## src/rtl/async_rx_pkg.sv

```systemverilog
package async_rx_pkg;

  typedef enum logic [2:0] {
    ST_IDLE,
    ST_START,
    ST_DATA,
    ST_PAR,
    ST_STOP,
    ST_WAIT
  } rx_state_e;

  localparam logic [1:0] PM_EVEN = 2'b01;
  localparam logic [1:0] PM_ODD  = 2'b10;

  function automatic logic parity_used(input logic [1:0] mode);
    return (mode == PM_EVEN) || (mode == PM_ODD);
  endfunction

endpackage

```

## src/rtl/rx_sync.sv

```systemverilog
module rx_sync #(
  parameter int STAGES = 2
) (
  input  logic clk,
  input  logic rst,
  input  logic d,
  output logic q
);

  logic [STAGES-1:0] chain;

  generate
    if (STAGES == 1) begin : g_single
      always_ff @(posedge clk) begin
        if (rst) chain <= '1;
        else     chain <= d;
      end
    end else begin : g_multi
      always_ff @(posedge clk) begin
        if (rst) chain <= '1;
        else     chain <= {chain[STAGES-2:0], d};
      end
    end
  endgenerate

  assign q = chain[STAGES-1];

endmodule

```

## src/rtl/rx_vote.sv

```systemverilog
module rx_vote #(
  parameter int OSR = 16,
  localparam int CW = $clog2(OSR)
) (
  input  logic          clk,
  input  logic          rst,
  input  logic          tick,
  input  logic [CW-1:0] cnt,
  input  logic          line,
  output logic          done,
  output logic          bit_o
);

  localparam int MID = OSR / 2;

  logic s_early;
  logic s_mid;

  always_ff @(posedge clk) begin
    if (rst) begin
      s_early <= 1'b1;
      s_mid   <= 1'b1;
    end else if (tick) begin
      if (cnt == CW'(MID - 1)) s_early <= line;
      if (cnt == CW'(MID))     s_mid   <= line;
    end
  end

  assign done  = tick && (cnt == CW'(MID + 1));
  assign bit_o = (s_early & s_mid) | (s_early & line) | (s_mid & line);

endmodule

```

## src/rtl/rx_frame.sv

```systemverilog
module rx_frame
  import async_rx_pkg::*;
#(
  parameter int OSR    = 16,
  parameter int DATA_W = 8,
  localparam int CW = $clog2(OSR),
  localparam int IW = $clog2(DATA_W)
) (
  input  logic              clk,
  input  logic              rst,
  input  logic              tick,
  input  logic              line,
  input  logic [1:0]        len_sel,
  input  logic [1:0]        par_mode,
  input  logic              stop2,
  input  logic              vote_done,
  input  logic              vote_bit,
  output logic [CW-1:0]     cnt,
  output logic [DATA_W-1:0] data_o,
  output logic              valid_o,
  output logic              perr_o,
  output logic              ferr_o,
  output logic              brk_o
);

  localparam int MINB = DATA_W - 3;

  rx_state_e         state;
  logic [IW-1:0]     idx;
  logic [IW-1:0]     last_idx;
  logic [DATA_W-1:0] shreg;
  logic [1:0]        par_l;
  logic              stop2_l;
  logic              par_acc;
  logic              any_one;
  logic              stop_idx;
  logic              last_smp;

  always_ff @(posedge clk) begin
    if (rst) begin
      state    <= ST_IDLE;
      cnt      <= '0;
      idx      <= '0;
      last_idx <= '0;
      shreg    <= '0;
      par_l    <= '0;
      stop2_l  <= 1'b0;
      par_acc  <= 1'b0;
      any_one  <= 1'b0;
      stop_idx <= 1'b0;
      last_smp <= 1'b0;
      data_o   <= '0;
      valid_o  <= 1'b0;
      perr_o   <= 1'b0;
      ferr_o   <= 1'b0;
      brk_o    <= 1'b0;
    end else begin
      valid_o <= 1'b0;
      if (tick) last_smp <= line;
      case (state)
        ST_IDLE: begin
          if (tick && !line && last_smp) begin
            state    <= ST_START;
            cnt      <= CW'(1);
            idx      <= '0;
            last_idx <= IW'(MINB - 1) + IW'(len_sel);
            par_l    <= par_mode;
            stop2_l  <= stop2;
            shreg    <= '0;
            par_acc  <= 1'b0;
            any_one  <= 1'b0;
            stop_idx <= 1'b0;
          end
        end
        ST_WAIT: begin
          if (tick && line) state <= ST_IDLE;
        end
        default: begin
          if (tick) cnt <= (cnt == CW'(OSR - 1)) ? '0 : cnt + 1'b1;
          if (vote_done) begin
            case (state)
              ST_START: state <= vote_bit ? ST_IDLE : ST_DATA;
              ST_DATA: begin
                shreg[idx] <= vote_bit;
                par_acc    <= par_acc ^ vote_bit;
                any_one    <= any_one | vote_bit;
                if (idx == last_idx)
                  state <= parity_used(par_l) ? ST_PAR : ST_STOP;
                else
                  idx <= idx + 1'b1;
              end
              ST_PAR: begin
                par_acc <= par_acc ^ vote_bit;
                any_one <= any_one | vote_bit;
                state   <= ST_STOP;
              end
              ST_STOP: begin
                if (!vote_bit) begin
                  valid_o <= 1'b1;
                  data_o  <= shreg;
                  perr_o  <= parity_used(par_l) && (par_acc ^ (par_l == PM_ODD));
                  ferr_o  <= 1'b1;
                  brk_o   <= !any_one && !stop_idx;
                  state   <= ST_WAIT;
                end else if (stop2_l && !stop_idx) begin
                  stop_idx <= 1'b1;
                end else begin
                  valid_o <= 1'b1;
                  data_o  <= shreg;
                  perr_o  <= parity_used(par_l) && (par_acc ^ (par_l == PM_ODD));
                  ferr_o  <= 1'b0;
                  brk_o   <= 1'b0;
                  state   <= ST_IDLE;
                end
              end
              default: state <= ST_IDLE;
            endcase
          end
        end
      endcase
    end
  end

endmodule

```

## src/rtl/async_rx.sv

```systemverilog
module async_rx #(
  parameter int OSR         = 16,
  parameter int DATA_W      = 8,
  parameter int SYNC_STAGES = 2
) (
  input  logic              clk,
  input  logic              rst,
  input  logic              os_tick,
  input  logic              rx_in,
  input  logic [1:0]        len_sel,
  input  logic [1:0]        par_mode,
  input  logic              stop2,
  output logic [DATA_W-1:0] rx_data,
  output logic              rx_valid,
  output logic              err_parity,
  output logic              err_frame,
  output logic              err_break
);

  localparam int CW = $clog2(OSR);

  logic          line;
  logic [CW-1:0] cnt;
  logic          vote_done;
  logic          vote_bit;

  rx_sync #(.STAGES(SYNC_STAGES)) u_sync (
    .clk (clk),
    .rst (rst),
    .d   (rx_in),
    .q   (line)
  );

  rx_vote #(.OSR(OSR)) u_vote (
    .clk   (clk),
    .rst   (rst),
    .tick  (os_tick),
    .cnt   (cnt),
    .line  (line),
    .done  (vote_done),
    .bit_o (vote_bit)
  );

  rx_frame #(.OSR(OSR), .DATA_W(DATA_W)) u_frame (
    .clk       (clk),
    .rst       (rst),
    .tick      (os_tick),
    .line      (line),
    .len_sel   (len_sel),
    .par_mode  (par_mode),
    .stop2     (stop2),
    .vote_done (vote_done),
    .vote_bit  (vote_bit),
    .cnt       (cnt),
    .data_o    (rx_data),
    .valid_o   (rx_valid),
    .perr_o    (err_parity),
    .ferr_o    (err_frame),
    .brk_o     (err_break)
  );

endmodule

```

## config.mk

```make
export PLATFORM = sky130hd
export DESIGN_NAME = async_rx
export DESIGN_NICKNAME = d
export VERILOG_FILES = /design/src/rtl/async_rx_pkg.sv /design/src/rtl/rx_sync.sv /design/src/rtl/rx_vote.sv /design/src/rtl/rx_frame.sv /design/src/rtl/async_rx.sv
export SDC_FILE = /design/constraint.sdc
export NUM_CORES = 1
export LEC_CHECK = 0
export ABC_AREA = 1
export CAP_MARGIN = 20
export CORE_MARGIN = 2
export CORE_UTILIZATION = 50
export CTS_CLUSTER_SIZE = 24
export DETAILED_ROUTE_END_ITERATION = 6
export PLACE_DENSITY_LB_ADDON = 0.12
export RECOVER_POWER = 25
export SLEW_MARGIN = 15
export SYNTH_ARGS = -nofsm -noshare
export SYNTH_HDL_FRONTEND = slang
export SYNTH_SLANG_ARGS = --single-unit
```

## constraint.sdc

```tcl
create_clock -name clk -period 1.55 [get_ports clk]
set_clock_uncertainty 0.15 [all_clocks]
set_input_delay 0.2325 -clock clk [delete_from_list [all_inputs] [get_ports clk]]
set_output_delay 0.2325 -clock clk [all_outputs]
set_load 0.03 [all_outputs]
```

# After elaboration in Yosys (flattened, before gate mapping)
# Cells that the tools add are included.
[word_totals]
reg_bits = 44
out_inout_bits = 12
input_bits = 9
wordCells = 135
[classes]
n_eq_ne = 18
order_cmp = 2
mux = 47
add_sub_neg = 3
reduce_logical = 34
bitwise = 12
[ops]
columns = ["cell", "n"]
rows = [
  ["2-to-1 mux 8 bit", 5],
  ["2-to-1 mux 3 bit", 11],
  ["2-to-1 mux 1 bit", 17],
  ["one-hot mux 8 bit (2 select lines)", 1],
  ["nonzero test 2 bit", 7],
  ["== test 4 bit (second input constant)", 3],
  ["2-to-1 mux 4 bit", 3],
  ["one-hot mux 3 bit (2 select lines)", 2],
  ["one-hot mux 3 bit (4 select lines)", 1],
  ["AND reduction 4 bit", 3],
  ["AND reduction 5 bit", 2],
  ["bitwise mux 8 bit", 1],
  ["logical AND 1 bit", 8],
  ["one-hot mux 4 bit (2 select lines)", 1],
  ["== test 3 x 2 -> 1 bit (second input constant)", 2],
  ["== test 3 bit (second input constant)", 2],
  ["one-hot mux 1 bit (2 select lines)", 3],
  ["AND reduction 2 bit", 3],
  ["AND reduction 6 bit", 1],
  ["!= test 5 bit (second input constant)", 1],
  ["OR reduction 5 bit", 1],
  ["adder 4 x 1 -> 4 bit (second input constant)", 1],
  ["== test 4 x 3 -> 1 bit (second input constant)", 1],
  ["less-than comparator 3 x 4 -> 1 bit (second input constant)", 1],
  ["other kinds (22)", 35],
]

# Logic depth before layout (Yosys ltp)
# Gate-level depths: netlist of run 1.
[depth]
word_depth = 8
depth_mapped = 10
mapped_depth_nobuf = 10

# Hierarchy
# A second synthesis of run 1 with hierarchy kept.
[hier_totals]
hier_cells = 305
hier_area_um2 = 2172.1
[by_module_without_submodules]
columns = ["module", "seq_area_each_um2", "area_each_um2", "cells_each", "instances"]
rows = [
  ["rx_frame", 800.8, 1980.6, 277, 1],
  ["rx_vote", 40.0, 132.6, 21, 1],
  ["rx_sync", 40.0, 58.8, 7, 1],
]

# Worst setup path after synthesis of run 1
# OpenSTA, ideal clock, no wires.
[synth_timing]
kind = "register to register"
start = "reg u_frame.cnt[0]"
end = "reg u_frame.shreg[0]"
n_path_buf = 1
setup_time_ps = 132
path_slack_ps = 17
t_required_ps = 1268
period_less_slack_ps = 1533
arrival_ps = 1251
path_stages_with_launch = 10
cell_sequence = "dfxtp_1 ha_1 nand4_2 nand2_4 nand2_4 nor2_8 buf_6 nand2_1 nand2_1 a21oi_1"
[synth_between]
elab_chain_len = 4
[synth_rtl]
columns = ["item", "line_no", "rtl"]
rows = [
  ["from (decl)", "rx_frame.sv:18", "output logic [CW-1:0] cnt,"],
  ["from (signal assigned)", "rx_frame.sv:79", "if (tick) cnt <= (cnt == CW'(OSR - 1)) ? '0 : cnt + 1'b1;"],
  ["== test 4 bit", "rx_vote.sv:29", "assign done = tick && (cnt == CW'(MID + 1));"],
  ["logical AND 1 bit", "rx_vote.sv:29", ""],
  ["nonzero test 2 bit (no line)", "--", ""],
  ["AND reduction 4 bit (no line)", "--", ""],
  ["to (signal, indexed assignment)", "rx_frame.sv:84", "shreg[idx] <= vote_bit;"],
  ["to (decl)", "rx_frame.sv:31", "logic [DATA_W-1:0] shreg;"],
]
# Every way passes these cells.
# A chain may end at the register's enable or synchronous reset.

# Worst setup path in the final report of run 1
[layout_timing]
start = "reg u_frame.state[1]"
end = "reg u_frame.state[2]"
[layout_between]
elab_chain_len = 4
elab_cells_between_ends = 15
cone_classes = "eq/ne (9); mux (3); reduce/logical (3)"
[layout_rtl]
columns = ["item", "line_no", "rtl"]
rows = [
  ["from (decl)", "rx_frame.sv:28", "rx_state_e state;"],
  ["from (signal assigned)", "rx_frame.sv:82", "ST_START: state <= vote_bit ? ST_IDLE : ST_DATA;"],
  ["from (signal assigned)", "rx_frame.sv:88", "state <= parity_used(par_l) ? ST_PAR : ST_STOP;"],
  ["== test 3 bit (tied with other cells)", "rx_frame.sv:81", "case (state)"],
  ["one-hot mux 3 bit (4 select lines)", "rx_frame.sv:81", ""],
  ["2-to-1 mux 3 bit", "rx_frame.sv:80", "if (vote_done) begin"],
  ["one-hot mux 3 bit (2 select lines)", "rx_frame.sv:60", "case (state)"],
]
# Parallel ways exist; a longest one is shown, timed or not. The select of a mux whose other input is x is not followed.

==> impl_metrics.json, run 1 <==
{
  "synth.largest_area_cell": "dfxtp_1",
  "first_global_vias": 2015,
  "gr-usage-all-layers_pct": 21.8,
  "clock_insertion_delay_worst_skew_ns": 0.30,
  "achievable-frequency_mhz": 632,
  "clkPwrFrac_pct": 16.0,
  "stdcell_area_um2": 2910,
  "worst-r2r-setup-slack_ns": -0.03,
  "route.detailed.wl_per_inst_um": 11.7,
  "startpoint_type": "flip-flop",
  "totalWireLength_um": 5050,
  "grt_antenna_before_repair": 0,
  "leakage_nw": 1.30,
  "timing.max_slew.rel_slack_pct": 80.2,
  "synthCells": 328,
  "cts_sinks": 44,
  "ys_dominant_reg_cell": "dfxtp_1",
  "clockRootBuffer": "clkbuf_8",
  "report.final.hold_viol_count": 0,
  "antenna-diode-count": 0,
  "drv_slew": 0,
  "vdd_ir_drop_max_uv": 956,
  "worstPathArrival_ns": 1.67,
  "clk_transition_reported_paths_ns": 0.08,
  "n_fill_cell": 378,
  "die_area_um2": 5030,
  "hold_path.startpoint": "u_sync.chain[0]$_SDFF_PP1_",
  "grt_max_degree": 20,
  "cap_violations": 0,
  "status": "finished with violations",
  "ant_nets": 0,
  "hold_path_class": "reg2reg",
  "placeableCoreArea_um2": 4320,
  "overflow_after_grt": 0,
  "layout-drive-gt1-share_pct": 21.4,
  "cts_buffer_depth": 2,
  "crit_fanout": 9,
  "post_synth_instance_area_um2": 2240,
  "drt_drc_violations_left": 0,
  "firstDrtPassIters": 5,
  "sequential_power_share_pct": 29.3,
  "flops_latches_synth": 44,
  "design.final.nets": 392,
  "largest_cells_by_area_after_synthesis": "dfxtp_1 (39%), nand2_1 (12%), nor2_1 (10%)",
  "final_setup_viols": 2,
  "p_switching_w": 0.00204,
  "power.combinational.fraction_pct": 54.7,
  "multi_input_gate_area_in_the_final_layout_um2": 1270,
  "path_class": "reg2reg",
  "pin_count": 21,
  "detailroute.via_count": 2199,
  "tcrit_tclk_final_pct": 102,
  "source_of_the_worst_register_to_register_timing_path": "u_frame.state[1]$_SDFFE_PP0P_",
  "failed_checks": "setup timing",
  "yosysWarnings": 0,
  "initial_utilization_pct": 51.8,
  "internal_power_w": 0.00266,
  "crit_path_start": "u_frame.state[1]$_SDFFE_PP0P_",
  "unrepaired_setup_endpoints_after_global_routing": "yes",
  "floorplan.die.width_um": 70.9,
  "regArea_um2": 891,
  "row_count": 24,
  "number_of_unique_standard_cell_types_used_by_synthesis": 28,
  "synth_largest_type_area_fraction_pct": 39.4,
  "power_density_nw_per_um2": 1620,
  "mappedNetlistNets": 342,
  "post-route-util_pct": 67.2,
  "switching_share_pct": 43.4,
  "synthArstFlopShare_pct": 0,
  "die_y_um": 70.9,
  "routed_via_density": 5.10,
  "placed_area_um2": 2670,
  "critPathRequiredTime_ns": 1.64,
  "average_cell_area_after_synthesis_um2": 6.82,
  "drt_iter0_markers": 70,
  "numPortBuffers": 20,
  "numCtsBuffers": 5,
  "cts_tree": "built",
  "dp_hpwl_um": 3530,
  "slew_at_the_pin_closest_to_its_max_slew_limit_ns": 0.298,
  "worst_setup_slack_final_ns": -0.0334,
  "layout_min_cycle_time_ns": 1.58,
  "grt_pass1_wl_um": 8830,
  "synthMostInstantiatedCell": "nand2_1",
  "ys_seq_area_share_pct": 39.4,
  "synth.cells.most_frequent": "nand2_1 (69), nor2_1 (61), dfxtp_1 (44)",
  "clock_tree.htree_level_count": 2,
  "area_growth_pct": 29.8,
  "gp_congestion": 0.885,
  "worstSetupEndpointType": "flip-flop",
  "synth-edff-count": 0
}
[worst max-delay path: stages, from the launching register on]
cell and delay (ns):
dfxtp_2 0.35, nor2_4 0.18, nand2_4 0.12, buf_4 0.16, nand3_1 0.10, nand3_1 0.17
nor2_2 0.14, nor2_1 0.05, nor2_1 0.09
[kinds of logic after synthesis]
group / Yosys count / share of synthesized area (%)
and+or+nand+nor: 184 / 37.2
adders and majority gates: 5 / 2.79
buffers and inverters: 42 / 8.16
AOI/OAI and AO/OA: 51 / 11.7
DFF: 44 / 39.4
xor gates and xnor gates: 2 / 0.783
[state kept, by name, indices dropped and copies added, names as in the netlist, 2 cells and up]
register,flops
u_frame.cnt,4
u_frame.data_o,8
u_frame.idx,3
u_frame.last_idx,3
u_frame.par_l,2
u_frame.shreg,8
u_frame.state,3
u_sync.chain,2
[final cells by class]
class	count	area share (%)
multi-input cells	243	43.8
flip-flops and latches	44	30.6
repair buffers	54	16.2
inverters	30	3.87
clock buffers	6	2.84
well taps	52	2.24
clock inverters	2	0.344
[through the flow]
| step | worst slack, ns | hold slack, ns | instances | total power (W) | TNS, ns |
|---|---|---|---|---|---|
| detailed placement | -0.322 | 0.256 | 416 | 0.00349 | -10.26 |
| finish | -0.0334 | 0.275 | 431 | 0.00470 | -0.0351 |
| global route | -0.0903 | 0.307 | 431 | 0.00506 | -0.641 |
| floorplan | 0.0169 | 0.186 | 328 | 0.00299 | 0 |
| CTS | -0.000576 | 0.277 | 429 | 0.00453 | -0.000576 |
| global placement | -0.322 | 0.253 | 416 | 0.00346 | -9.56 |
[cells in the final DEF, fill, tap and decap left out, drive strengths merged, types with 3 or more instances in the layout]
master and instances:
o21ai 23, nor3 5, nand2 72, a21oi 27, clkinv 3, buf 34, or2 3, nand3 33
clkdlybuf4s50 6, clkbuf 6, nor2 66, dlygate4sd2 12, nand4 5, dfxtp 44, ha 5, inv 29
[per-layer routing]
| layer | global-route usage (%) | vias up | wire [µm] |
|---|---|---|---|
| met5 | 0 | - | 0 |
| met4 | 7.34 | 0 | 45 |
| met3 | 5.13 | 6 | 241 |
| met2 | 33.5 | 49 | 2290 |
| met1 | 30.1 | 988 | 2470 |
| li1 | - | 1156 | - |
[power groups by stage]
stage                     combinational, W  clock (W)  sequential [W]
final                              0.00257   0.000750         0.00138
after global routing               0.00285   0.000820         0.00140
after floorplan                    0.00162          0         0.00137
after global placement             0.00208          0         0.00138
after CTS                          0.00240   0.000770         0.00136
after detailed placement           0.00211          0         0.00138
[final timing paths]
check                             endpoint  cells past startpoint
min             u_sync.chain[1]$_SDFF_PP1_                      1
max          u_frame.state[2]$_SDFFE_PP0P_                      8
max reg2reg  u_frame.state[2]$_SDFFE_PP0P_                      8
min reg2reg     u_sync.chain[1]$_SDFF_PP1_                      1
[what timing repair did]
item / 4_1_cts / 5_1_grt
setup endpoints to repair: 37 / 37
setup buffers: 4 / 2
hold buffers: 0 / 0
pin swaps: 4 / 16
gates cloned: 1 / 0
gates resized for setup: 19 / 30
(Power assumes the default switching activity.)
==> run 2, diff against run 1 <==
Settings changed: GPL_TIMING_DRIVEN from default to 0.
==> run 2 against run 1 <==
- the flow still finishes with violations (setup timing)
- count of clock-buffer cells in the layout down 1
- sequential power hardly changed
- global-route usage grew 0.19 points
- sequential share of layout area increased by 0.90 points
- power down 2.6%
- critical endpoint is now u_frame.data_o[3]$_SDFFE_PP0P_
- largest power group unchanged
==> impl_metrics.json, run 2 (synthesis gave the netlist of run 1 again) <==
{
  "status": "finished with violations",
  "failed_checks": "setup timing",
  "drt_iter0_markers": 175,
  "leakage_nw": 1.24,
  "cap_violations": 0,
  "layout_min_cycle_time_ns": 1.56,
  "overflow_after_grt": 0,
  "firstDrtPassIters": 5,
  "achievable-frequency_mhz": 642,
  "tcrit_tclk_final_pct": 100,
  "fin_worst_hold_slack_ns": 0.278,
  "hold_path_class": "reg2reg",
  "clock_insertion_delay_worst_skew_ns": 0.30,
  "worstPathArrival_ns": 1.61,
  "clock_tree.htree_level_count": 2,
  "gp_congestion": 0.869,
  "floorplan.die.width_um": 70.9,
  "report.final.hold_viol_count": 0,
  "dp_hpwl_um": 3650,
  "timing.reg2reg.worst_path_depth": 9,
  "power.combinational.fraction_pct": 53.3,
  "cts_sinks": 44,
  "sequential_power_share_pct": 30.8,
  "first_global_vias": 1903,
  "clockRootBuffer": "clkbuf_8",
  "die_area_um2": 5030,
  "gr-usage-all-layers_pct": 21.9,
  "worstSetupEndpointType": "flip-flop",
  "worst_path_max_delay_cell": "dfxtp_2",
  "timing.max_slew.rel_slack_pct": 58.5,
  "worst-r2r-setup-slack_ns": -0.007,
  "startpoint_type": "flip-flop",
  "hold_buffers": 0,
  "hold_path.startpoint": "u_sync.chain[0]$_SDFF_PP1_",
  "reg.largest.list": "u_frame.data_o: 8 flops, u_frame.shreg: 8 flops, u_frame.cnt: 4 flops",
  "final_common_cell": "nand2_1",
  "slew_at_the_pin_closest_to_its_max_slew_limit_ns": 0.623,
  "internal_power_w": 0.00256,
  "crit-reg2reg-capture": "u_frame.data_o[3]$_SDFFE_PP0P_",
  "grt_antenna_before_repair": 0,
  "clk_transition_reported_paths_ns": 0.09,
  "endpoint_worst_hold": "u_sync.chain[1]$_SDFF_PP1_",
  "route.detailed.wl_per_inst_um": 12.5,
  "unrepaired_setup_endpoints_after_global_routing": "yes",
  "pin_count": 21,
  "layout-drive-gt1-share_pct": 21.0,
  "die_y_um": 70.9,
  "totalWireLength_um": 5240,
  "drv_slew": 0,
  "numCtsBuffers": 5,
  "clkPwrFrac_pct": 15.9,
  "row_count": 24,
  "numPortBuffers": 20,
  "placeableCoreArea_um2": 4320,
  "cts_buffer_depth": 2,
  "ant_nets": 0,
  "drt_drc_violations_left": 0,
  "final_setup_viols": 2,
  "grt_pass1_wl_um": 8780,
  "routed_via_density": 5.17,
  "initial_utilization_pct": 51.8,
  "final_cell_mix": "nand2_1 (68), nor2_1 (57), dfxtp_1 (35)",
  "post-route-util_pct": 65.9,
  "crit_fanout": 10,
  "worstHoldPathCells": 1,
  "fin_setup_tns_ns": -0.0120,
  "max_stage_delay_ns": 0.33,
  "grt_max_degree": 15,
  "area_growth_pct": 27.4,
  "p_switching_w": 0.00202,
  "cts_tree": "built",
  "power_density_nw_per_um2": 1600,
  "vdd_ir_drop_max_uv": 825,
  "antenna-diode-count": 0,
  "switching_share_pct": 44.1,
  "design.final.nets": 379,
  "path_class": "reg2reg",
  "detailroute.via_count": 2162,
  "worst_setup_slack_final_ns": -0.00656,
  "critPathRequiredTime_ns": 1.61,
  "timing.critical_path.cells": "inv_2 > ha_4 > nand4_4 > buf_12 > clkinv_8 > nand3_4 > buf_8 > o21ai_1 > nor2_1",
  "source_of_the_worst_register_to_register_timing_path": "u_frame.cnt[1]$_SDFFE_PP0P_"
}
==> run 2: cell types whose count changed in the layout (fill, tap and decap cells not counted), sizes merged <==
cell          delta
buf             -17
clkbuf           +4
clkinv           +1
dlygate4sd2      +1
dlymetal6s2s     -1
nor2             -1
==> run 2: critical path: cells and delay by family, from the launching register on <==
| family | cells | cell delay (ns) |
|---|---|---|
| flip-flops | 1 | 0.33 |
| AND/OR/NAND/NOR | 3 | 0.26 |
| adder cells (fa/ha/maj) | 1 | 0.14 |
| buffers and inverters | 4 | 0.45 |
| AO/OA/AOI/OAI | 1 | 0.12 |
==> run 2: layout make-up <==
cell class / instances / area, µm²
inverter: 30 / 125
multi-input combinational: 242 / 1290
clock buffer: 5 / 68.8
buffer: 12 / 97.6
tap: 52 / 65.1
timing repair buffer: 30 / 283
clock inverter: 3 / 18.8
sequential: 44 / 900
fill: 390 / 1470
==> run 2: power by group through the flow <==
stage / logic [W] / registers, W / clock network (W)
4_1_cts: 0.00220 / 0.00140 / 0.000745
3_3_place_gp: 0.00194 / 0.00140 / 0
5_1_grt: 0.00269 / 0.00143 / 0.000789
2_1_floorplan: 0.00162 / 0.00137 / 0
6_report: 0.00244 / 0.00141 / 0.000726
3_5_place_dp: 0.00197 / 0.00141 / 0
==> run 2: metrics by stage <==
stage	setup WS, ns	total power, W	area [µm²]	instances
floorplan	0.0169	0.00299	2240	328
finish	-0.00656	0.00458	2850	418
detailed placement	-0.492	0.00337	2500	400
global route	-0.0817	0.00491	2850	418
CTS	0.00717	0.00434	2730	414
global placement	-0.467	0.00335	2500	400
==> run 2: repair_timing <==
| action | 4_1_cts | 5_1_grt |
|---|---|---|
| endpoints found under the setup margin | 49 | 36 |
| resized for setup | 51 | 34 |
| gates cloned | 1 | 0 |
| pin swaps | 5 | 12 |
| buffers inserted | 5 | 4 |
==> run 2: worst max-delay path by stage <==
| stage | start | end | slack, ns | cells past startpoint |
|---|---|---|---|---|
| after global routing | u_frame.cnt[1]$_SDFFE_PP0P_ | u_frame.state[0]$_SDFFE_PP0P_ | -0.08 | 11 |
| after floorplan | u_frame.cnt[0]$_SDFFE_PP0P_ | u_frame.shreg[0]$_SDFFE_PP0P_ | 0.02 | 9 |
| after detailed placement | os_tick | u_frame.perr_o$_SDFFE_PP0P_ | -0.49 | 7 |
| final | u_frame.cnt[1]$_SDFFE_PP0P_ | u_frame.data_o[3]$_SDFFE_PP0P_ | -0.007 | 9 |
| after CTS | u_frame.cnt[1]$_SDFFE_PP0P_ | u_frame.shreg[2]$_SDFFE_PP0P_ | 0.007 | 10 |
| after global placement | os_tick | u_frame.last_idx[0]$_SDFFE_PP0P_ | -0.47 | 6 |
==> run 2: layer usage <==
metal	vias to the layer above	GRT usage [%]	share of wire (%)
met4	0	8.60	1.7
met5	-	0	0
met2	72	32.5	44
li1	1127	-	-
met1	955	31.1	48
met3	8	4.99	6.1
